==> src/rtl/spc_pkg.sv <==
// Package: shared types for the stepper power-mode controller.
// Assumes nothing beyond IEEE 1800-2017.
package spc_pkg;
    typedef enum logic [1:0] {
        SEQ_ASLEEP = 2'd0,
        SEQ_WAKING = 2'd1,
        SEQ_AWAKE  = 2'd2,
        SEQ_PEND   = 2'd3
    } seq_state_t;
endpackage

==> src/rtl/spc_step_sync.sv <==
// Module: spc_step_sync
// Brings the asynchronous step pin into the clock domain through a
// SYNC_STAGES flop chain and emits a one-cycle pulse per rising edge.
// Assumes pulses are held at least two clocks high and low.
module spc_step_sync #(
    parameter int SYNC_STAGES = 2
) (
    input  logic clk,
    input  logic rst_n,
    input  logic step_in,
    output logic step_edge
);
    logic [SYNC_STAGES-1:0] chain;
    logic                   last_q;

    // Shift the pin through the synchronizer and keep the previous stable value.
    always_ff @(posedge clk) begin
        if (!rst_n) begin
            chain  <= '0;
            last_q <= 1'b0;
        end else begin
            chain  <= {chain[SYNC_STAGES-2:0], step_in};
            last_q <= chain[SYNC_STAGES-1];
        end
    end

    // Rising edge of the synchronized value.
    always_comb begin
        step_edge = chain[SYNC_STAGES-1] & ~last_q;
    end

    p_single_pulse_r5: assert property (@(posedge clk) disable iff (!rst_n)
        step_edge |=> !step_edge);
endmodule

==> src/rtl/spc_power_seq.sv <==
// Module: spc_power_seq
// Sleep/wake sequencer. A low run pin starts a SLEEP_CYC countdown that a
// high pin cancels; a high pin in sleep starts a WAKE_CYC countdown before
// woke is set. A logic undervoltage restarts the wake countdown.
// Assumes run_pin and logic_uv are synchronous to clk.
module spc_power_seq
    import spc_pkg::*;
#(
    parameter int SLEEP_CYC = 16,
    parameter int WAKE_CYC  = 24
) (
    input  logic clk,
    input  logic rst_n,
    input  logic run_pin,
    input  logic logic_uv,
    output logic powered,
    output logic woke
);
    localparam int MAXC = (SLEEP_CYC > WAKE_CYC) ? SLEEP_CYC : WAKE_CYC;
    localparam int CW   = $clog2(MAXC + 1);

    seq_state_t    state;
    logic [CW-1:0] cnt;

    // State and delay counter update.
    always_ff @(posedge clk) begin
        if (!rst_n) begin
            state <= SEQ_ASLEEP;
            cnt   <= '0;
            woke  <= 1'b0;
        end else begin
            case (state)
                SEQ_ASLEEP: begin
                    if (run_pin) begin
                        state <= SEQ_WAKING;
                        cnt   <= '0;
                    end
                end
                SEQ_WAKING: begin
                    if (logic_uv) begin
                        cnt <= '0;
                    end else if (!run_pin) begin
                        state <= SEQ_PEND;
                        cnt   <= '0;
                    end else if (cnt == CW'(WAKE_CYC - 1)) begin
                        state <= SEQ_AWAKE;
                        woke  <= 1'b1;
                    end else begin
                        cnt <= cnt + 1'b1;
                    end
                end
                SEQ_AWAKE: begin
                    if (logic_uv) begin
                        state <= SEQ_WAKING;
                        cnt   <= '0;
                        woke  <= 1'b0;
                    end else if (!run_pin) begin
                        state <= SEQ_PEND;
                        cnt   <= '0;
                    end
                end
                default: begin
                    if (run_pin) begin
                        if (woke && !logic_uv) begin
                            state <= SEQ_AWAKE;
                        end else begin
                            state <= SEQ_WAKING;
                            cnt   <= '0;
                            woke  <= 1'b0;
                        end
                    end else if (cnt == CW'(SLEEP_CYC - 1)) begin
                        state <= SEQ_ASLEEP;
                        cnt   <= '0;
                        woke  <= 1'b0;
                    end else begin
                        cnt <= cnt + 1'b1;
                        if (logic_uv) woke <= 1'b0;
                    end
                end
            endcase
        end
    end

    // Everything except full sleep counts as powered.
    always_comb begin
        powered = (state != SEQ_ASLEEP);
    end

    p_woke_after_wait_r3: assert property (@(posedge clk) disable iff (!rst_n)
        $rose(woke) |-> $past(state) == SEQ_WAKING);
    p_sleep_via_delay_r1: assert property (@(posedge clk) disable iff (!rst_n)
        (state == SEQ_ASLEEP && $past(state) != SEQ_ASLEEP) |-> $past(state) == SEQ_PEND);
    p_no_woke_asleep_r1: assert property (@(posedge clk) disable iff (!rst_n)
        (state == SEQ_ASLEEP) |-> !woke);
endmodule

==> src/rtl/spc_indexer.sv <==
// Module: spc_indexer
// Step position counter modulo POS_COUNT, and the phase register that the
// output stage sees. Phase follows position only while show is high.
// Assumes advance is a single-cycle pulse.
module spc_indexer #(
    parameter int POS_COUNT = 32,
    localparam int PW = $clog2(POS_COUNT)
) (
    input  logic          clk,
    input  logic          rst_n,
    input  logic          clear,
    input  logic          active,
    input  logic          advance,
    input  logic          show,
    output logic [PW-1:0] position,
    output logic [PW-1:0] phase
);
    localparam logic [PW-1:0] LAST = PW'(POS_COUNT - 1);

    // Advance and wrap the step position; a clear returns it home.
    always_ff @(posedge clk) begin
        if (!rst_n || clear) begin
            position <= '0;
        end else if (active && advance) begin
            position <= (position == LAST) ? '0 : position + 1'b1;
        end
    end

    // Present the position to the output stage only while it is enabled.
    always_ff @(posedge clk) begin
        if (!rst_n || clear) begin
            phase <= '0;
        end else if (show) begin
            phase <= position;
        end
    end

    p_wrap_r5: assert property (@(posedge clk) disable iff (!rst_n)
        (!clear && active && advance && position == LAST) |=> position == '0);
    p_step_one_r5: assert property (@(posedge clk) disable iff (!rst_n)
        (!clear && active && advance && position != LAST) |=> position == $past(position) + 1'b1);
    p_idle_hold_r11: assert property (@(posedge clk) disable iff (!rst_n)
        (!clear && !(active && advance)) |=> $stable(position));
    p_home_r8: assert property (@(posedge clk) disable iff (!rst_n)
        clear |=> (position == '0 && phase == '0));
    p_phase_hold_r6: assert property (@(posedge clk) disable iff (!rst_n)
        (!clear && !show) |=> $stable(phase));
endmodule

==> src/rtl/stepper_power_ctrl.sv <==
// Module: stepper_power_ctrl (top)
// Decides which driver subsystems run from the run pin, the enable pin and
// the fault flags, and keeps the step position.
// Assumes the fault flags, run_pin and drive_en are synchronous level inputs;
// step_in may be asynchronous.
module stepper_power_ctrl #(
    parameter int SLEEP_CYC   = 16,
    parameter int WAKE_CYC    = 24,
    parameter int POS_COUNT   = 32,
    parameter int SYNC_STAGES = 2,
    localparam int PW = $clog2(POS_COUNT)
) (
    input  logic          clk,
    input  logic          rst_n,
    input  logic          run_pin,
    input  logic          drive_en,
    input  logic          step_in,
    input  logic          vm_uv,
    input  logic          logic_uv,
    input  logic          cp_uv,
    input  logic          over_temp,
    input  logic          over_cur,
    output logic          bridge_en,
    output logic          pump_en,
    output logic          reg_en,
    output logic          index_active,
    output logic [PW-1:0] position,
    output logic [PW-1:0] phase
);
    logic powered;
    logic woke;
    logic step_edge;
    logic bridge_d;
    logic bridge_q;
    logic any_fault;

    spc_step_sync #(.SYNC_STAGES(SYNC_STAGES)) u_sync (
        .clk(clk), .rst_n(rst_n), .step_in(step_in), .step_edge(step_edge)
    );

    spc_power_seq #(.SLEEP_CYC(SLEEP_CYC), .WAKE_CYC(WAKE_CYC)) u_seq (
        .clk(clk), .rst_n(rst_n), .run_pin(run_pin), .logic_uv(logic_uv),
        .powered(powered), .woke(woke)
    );

    spc_indexer #(.POS_COUNT(POS_COUNT)) u_idx (
        .clk(clk), .rst_n(rst_n), .clear(logic_uv), .active(index_active),
        .advance(step_edge), .show(bridge_en), .position(position), .phase(phase)
    );

    // Subsystem enables from power state and fault flags.
    always_comb begin
        any_fault    = vm_uv | logic_uv | cp_uv | over_temp | over_cur;
        reg_en       = powered;
        pump_en      = powered & ~vm_uv & ~logic_uv;
        index_active = powered & ~logic_uv;
        bridge_d     = woke & drive_en & ~any_fault;
        bridge_en    = bridge_q & powered;
    end

    // Register the bridge permission so it changes one edge after its inputs.
    always_ff @(posedge clk) begin
        if (!rst_n) bridge_q <= 1'b0;
        else        bridge_q <= bridge_d;
    end

    p_sleep_all_off_r1: assert property (@(posedge clk) disable iff (!rst_n)
        !reg_en |-> (!pump_en && !index_active && !bridge_en));
    p_enable_gate_r4: assert property (@(posedge clk) disable iff (!rst_n)
        !drive_en |=> !bridge_en);
    p_vm_uv_r7: assert property (@(posedge clk) disable iff (!rst_n)
        (vm_uv && !logic_uv) |-> (!pump_en && index_active == reg_en));
    p_fault_gate_r9: assert property (@(posedge clk) disable iff (!rst_n)
        (cp_uv || over_temp || over_cur) |=> !bridge_en);
    p_lv_gate_r8: assert property (@(posedge clk) disable iff (!rst_n)
        logic_uv |=> (!bridge_en && position == '0));
endmodule

==> config.mk <==
export PLATFORM = sky130hd
export DESIGN_NAME = stepper_power_ctrl
export DESIGN_NICKNAME = d
export VERILOG_FILES = /design/src/rtl/spc_pkg.sv /design/src/rtl/spc_step_sync.sv /design/src/rtl/spc_power_seq.sv /design/src/rtl/spc_indexer.sv /design/src/rtl/stepper_power_ctrl.sv
export SDC_FILE = /design/constraint.sdc
export NUM_CORES = 1
export LEC_CHECK = 0
export ABC_AREA = 1
export BUFFER_PORTS_ARGS = -buffer_cell sky130_fd_sc_hd__buf_4
export CORE_MARGIN = 2
export CORE_UTILIZATION = 38
export CTS_BUF_LIST = sky130_fd_sc_hd__clkbuf_2
export DETAILED_ROUTE_END_ITERATION = 10
export GPL_ROUTABILITY_DRIVEN = 0
export GPL_TIMING_DRIVEN = 0
export PLACE_DENSITY = 0.56
export REMOVE_ABC_BUFFERS = 1
export SLEW_MARGIN = 10
export SYNTH_ARGS = -nofsm -noshare
export SYNTH_HDL_FRONTEND = slang
export SYNTH_HIERARCHICAL = 1
export SYNTH_SLANG_ARGS = --single-unit
==> constraint.sdc <==
create_clock -name clk -period 1.6 [get_ports clk]
set_input_delay 0.16 -clock clk [delete_from_list [all_inputs] [get_ports clk]]
set_output_delay 0.16 -clock clk [all_outputs]
set_load 0.1 [all_outputs]
==> results.toml <==
[global_routing]
grt_overflow_total = 0
grtUsageTotal_pct = 16.43
grt_max_degree = 14
antenna_found_initial = 0
grt_pass1_wl_um = 5382
grt_pass1_vias = 1300

[clocking]
clk_pin_slew_ns = 0.19
cts_hold_buf = 0
numCtsBuffers = 3
cts_tree = "built"
cts_buffer_depth = 2
cts_sinks = 22
htree_num_levels = 1
cts_root_buf = "clkbuf_2"
clk_latency_ns = 0.31

[logic_synthesis]
synthArstFlopShare_pct = 0
synth_ff_type = "dfxtp_1"
synthMuxAreaShare_pct = 0
yosys.area_share.simple_pct = 38.36
synthAdderAreaFrac_pct = 8.483
synth-seq-cells = 22
synth.distinct_cells = 23
synth_warnings = 6
synth_top_family_by_area = "simple AND/OR/NAND/NOR gates"
synth_top_cells_by_area = "dfxtp_1 (33%), nor2_1 (13%), nand2_1 (11%), inv_1 (9.3%), ha_1 (8.5%)"
synth_top_area_share_pct = 33.18
yosys.area.top_type = "dfxtp_1"
synth.most_common_cell = "nor2_1"
synth_edf_count = 0
syn_inst = 200
synth_xor_xnor_area_share_pct = 0.6598
syn_avg_cell_area_um2 = 6.638
synthTopCellsByCount = "nor2_1 (46), nand2_1 (39), inv_1 (33), dfxtp_1 (22), o21ai_0 (12)"
synth_area_um2 = 1328
seq_area_frac_synth_pct = 33.18
synth_compound_area_share_pct = 8.200

[pwr]
p_sw_share_pct = 47.92
p_int_w = 0.001318
p_switching_w = 0.001213
power_frac_clock_pct = 8.0
power_frac_comb_pct = 65.0
power_leakage_nw = 0.8532
power_density_nw_per_um2 = 1414
vdd_drop_max_mv = 0.8607
seq_power_share_pct = 27.0

[min_path]
hold_path.class = "input port to register"

[detailed_routing]
detail_route.iter0.violations = 49
firstDrtPassIters = 4
wire_per_inst_um = 10.93
vias_per_cell = 4.576
wl_um = 3092
drc = 0
num_vias = 1295
ant_nets = 0

[final_layout]
antenna_cells = 0
fill_cells = 331
post-route-util_pct = 53.62
fin_nets = 258
area_growth_pct = 34.78
drive_gt1_share_pct = 31.65

[worst_setup_path]
arrival_ns = 1.80
cp.required_ns = 1.86
critPathKind = "register to register"
end_kind = "register"
path_max_fanout = 4
critPathLaunchType = "register"

[place]
port_buffers = 23
place.detailed.hpwl_um = 2176
place_ws_ns = -0.1793

[flow_run]
drv_cap = 0

[die]
rows = 21
die_w_um = 63.11
die_area_um2 = 3982
initial_core_util_pct = 39.78
ios = 24
die_y_um = 63.11
core_area_um2 = 3337

[timing]
period_minus_slack_ns = 1.540
finalCritPeriodShare_pct = 96.22
final-max-slew-violation-count = 0
clock-skew-final_ns = 0.01254
worst_pin_slew_ns = 0.4392
hold_violations = 0
setup_violations = 0
fmax_ghz = 0.6495
slew_headroom_pct = 70.61
worst_slack_ns = 0.06041
rsz0062_at_grt = "true"

[run_status]
outcome = "complete, no violations"
## metrics by stage
step / cells / power, W / setup TNS, ns / cell area, um^2 / hold slack, ns
after floorplan: 199 / 0.001645 / -20.28 / 1316 / 0.2535
after global placement: 268 / 0.001847 / -0.6564 / 1546 / 0.3439
after detailed placement: 268 / 0.001883 / -0.9720 / 1546 / 0.3482
after CTS: 277 / 0.002360 / 0 / 1673 / 0.0007833
after global routing: 283 / 0.002741 / -0.2625 / 1789 / 0.01569
final: 283 / 0.002531 / 0 / 1789 / 0.02649
## area by class of cell
class,count,area [um^2],share of cell area (%)
Multi-Input combinational cell,141,823.3,46.01
Inverter,36,143.9,8.042
Tap cell,46,57.56,3.217
Clock buffer,3,15.01,0.8392
Sequential cell,22,445.4,24.90
Timing Repair Buffer,35,304.0,16.99
## registers in the layout (all words and copies together), names as in the netlist
| signal | count |
|---|---|
| u_sync/last_q | 1 |
| u_seq/cnt | 5 |
| u_sync/chain | 2 |
| u_idx/position | 5 |
| u_idx/phase | 5 |
| u_seq/woke | 1 |
| u_seq/state | 2 |
| bridge_q | 1 |
## kinds of logic (layout without fill, tap and decap cells)
logic type,after synthesis,in the layout
xor+xnor,1,1
flops,22,22
buf+inv,37,74
compound gates,20,20
simple gates,111,111
fa+ha+maj,9,9
## power groups by stage
stage | sequential, W | combinational, W | clock, W
after floorplan | 0.000682 | 0.000963 | 0
after global placement | 0.000679 | 0.00117 | 0
after detailed placement | 0.000685 | 0.00120 | 0
after CTS | 0.000675 | 0.00147 | 0.000221
after global routing | 0.000692 | 0.00180 | 0.000245
final | 0.000683 | 0.00164 | 0.000203
## path summary, 6_finish.rpt
path / from / end / slack [ns] / depth (start not counted)
worst max-delay path: u_seq/cnt[1] / u_seq/state[1] / 0.06 / 12
worst min-delay path: step_in / u_sync/chain[0] / 0.03 / 3
worst max register to register: u_seq/cnt[1] / u_seq/state[1] / 0.06 / 12
worst min register to register: u_sync/chain[0] / u_sync/chain[1] / 0.42 / 2
## cells in the final DEF (no fill, tap or decap), types with 4 or more instances in the layout
| master | count |
|---|---|
| nand3_1 | 9 |
| dfxtp_2 | 4 |
| nor2_4 | 5 |
| nor2_1 | 42 |
| a21oi_1 | 4 |
| inv_1 | 28 |
| nand2_2 | 4 |
| nand2_1 | 38 |
| ha_1 | 5 |
| dfxtp_1 | 18 |
| o21ai_0 | 12 |
| buf_4 | 31 |
| nor2_2 | 6 |
## worst max-delay path, stage by stage, from the launching register on
cell	delay, ns
dfxtp_2	0.40
ha_4	0.16
nand2_4	0.07
nor2_4	0.12
ha_4	0.15
nor2_2	0.04
nand2_1	0.06
nand2_1	0.06
nor2_2	0.11
o21ai_2	0.09
nand2_1	0.08
nand2_1	0.05
nor2_1	0.11
## layer usage
metal | part of all wire [%] | GRT usage (%)
met5 | 0 | 0
met4 | 1.8 | 6.944
met3 | 3.0 | 2.321
met2 | 51 | 30.19
met1 | 44 | 18.81
## repair_timing
action,in CTS,in global routing
setup endpoints to repair,16,12
setup buffers,6,6
pin swaps,2,10
resized for setup,24,16
Note: power is estimated with default switching activity, not from simulation.
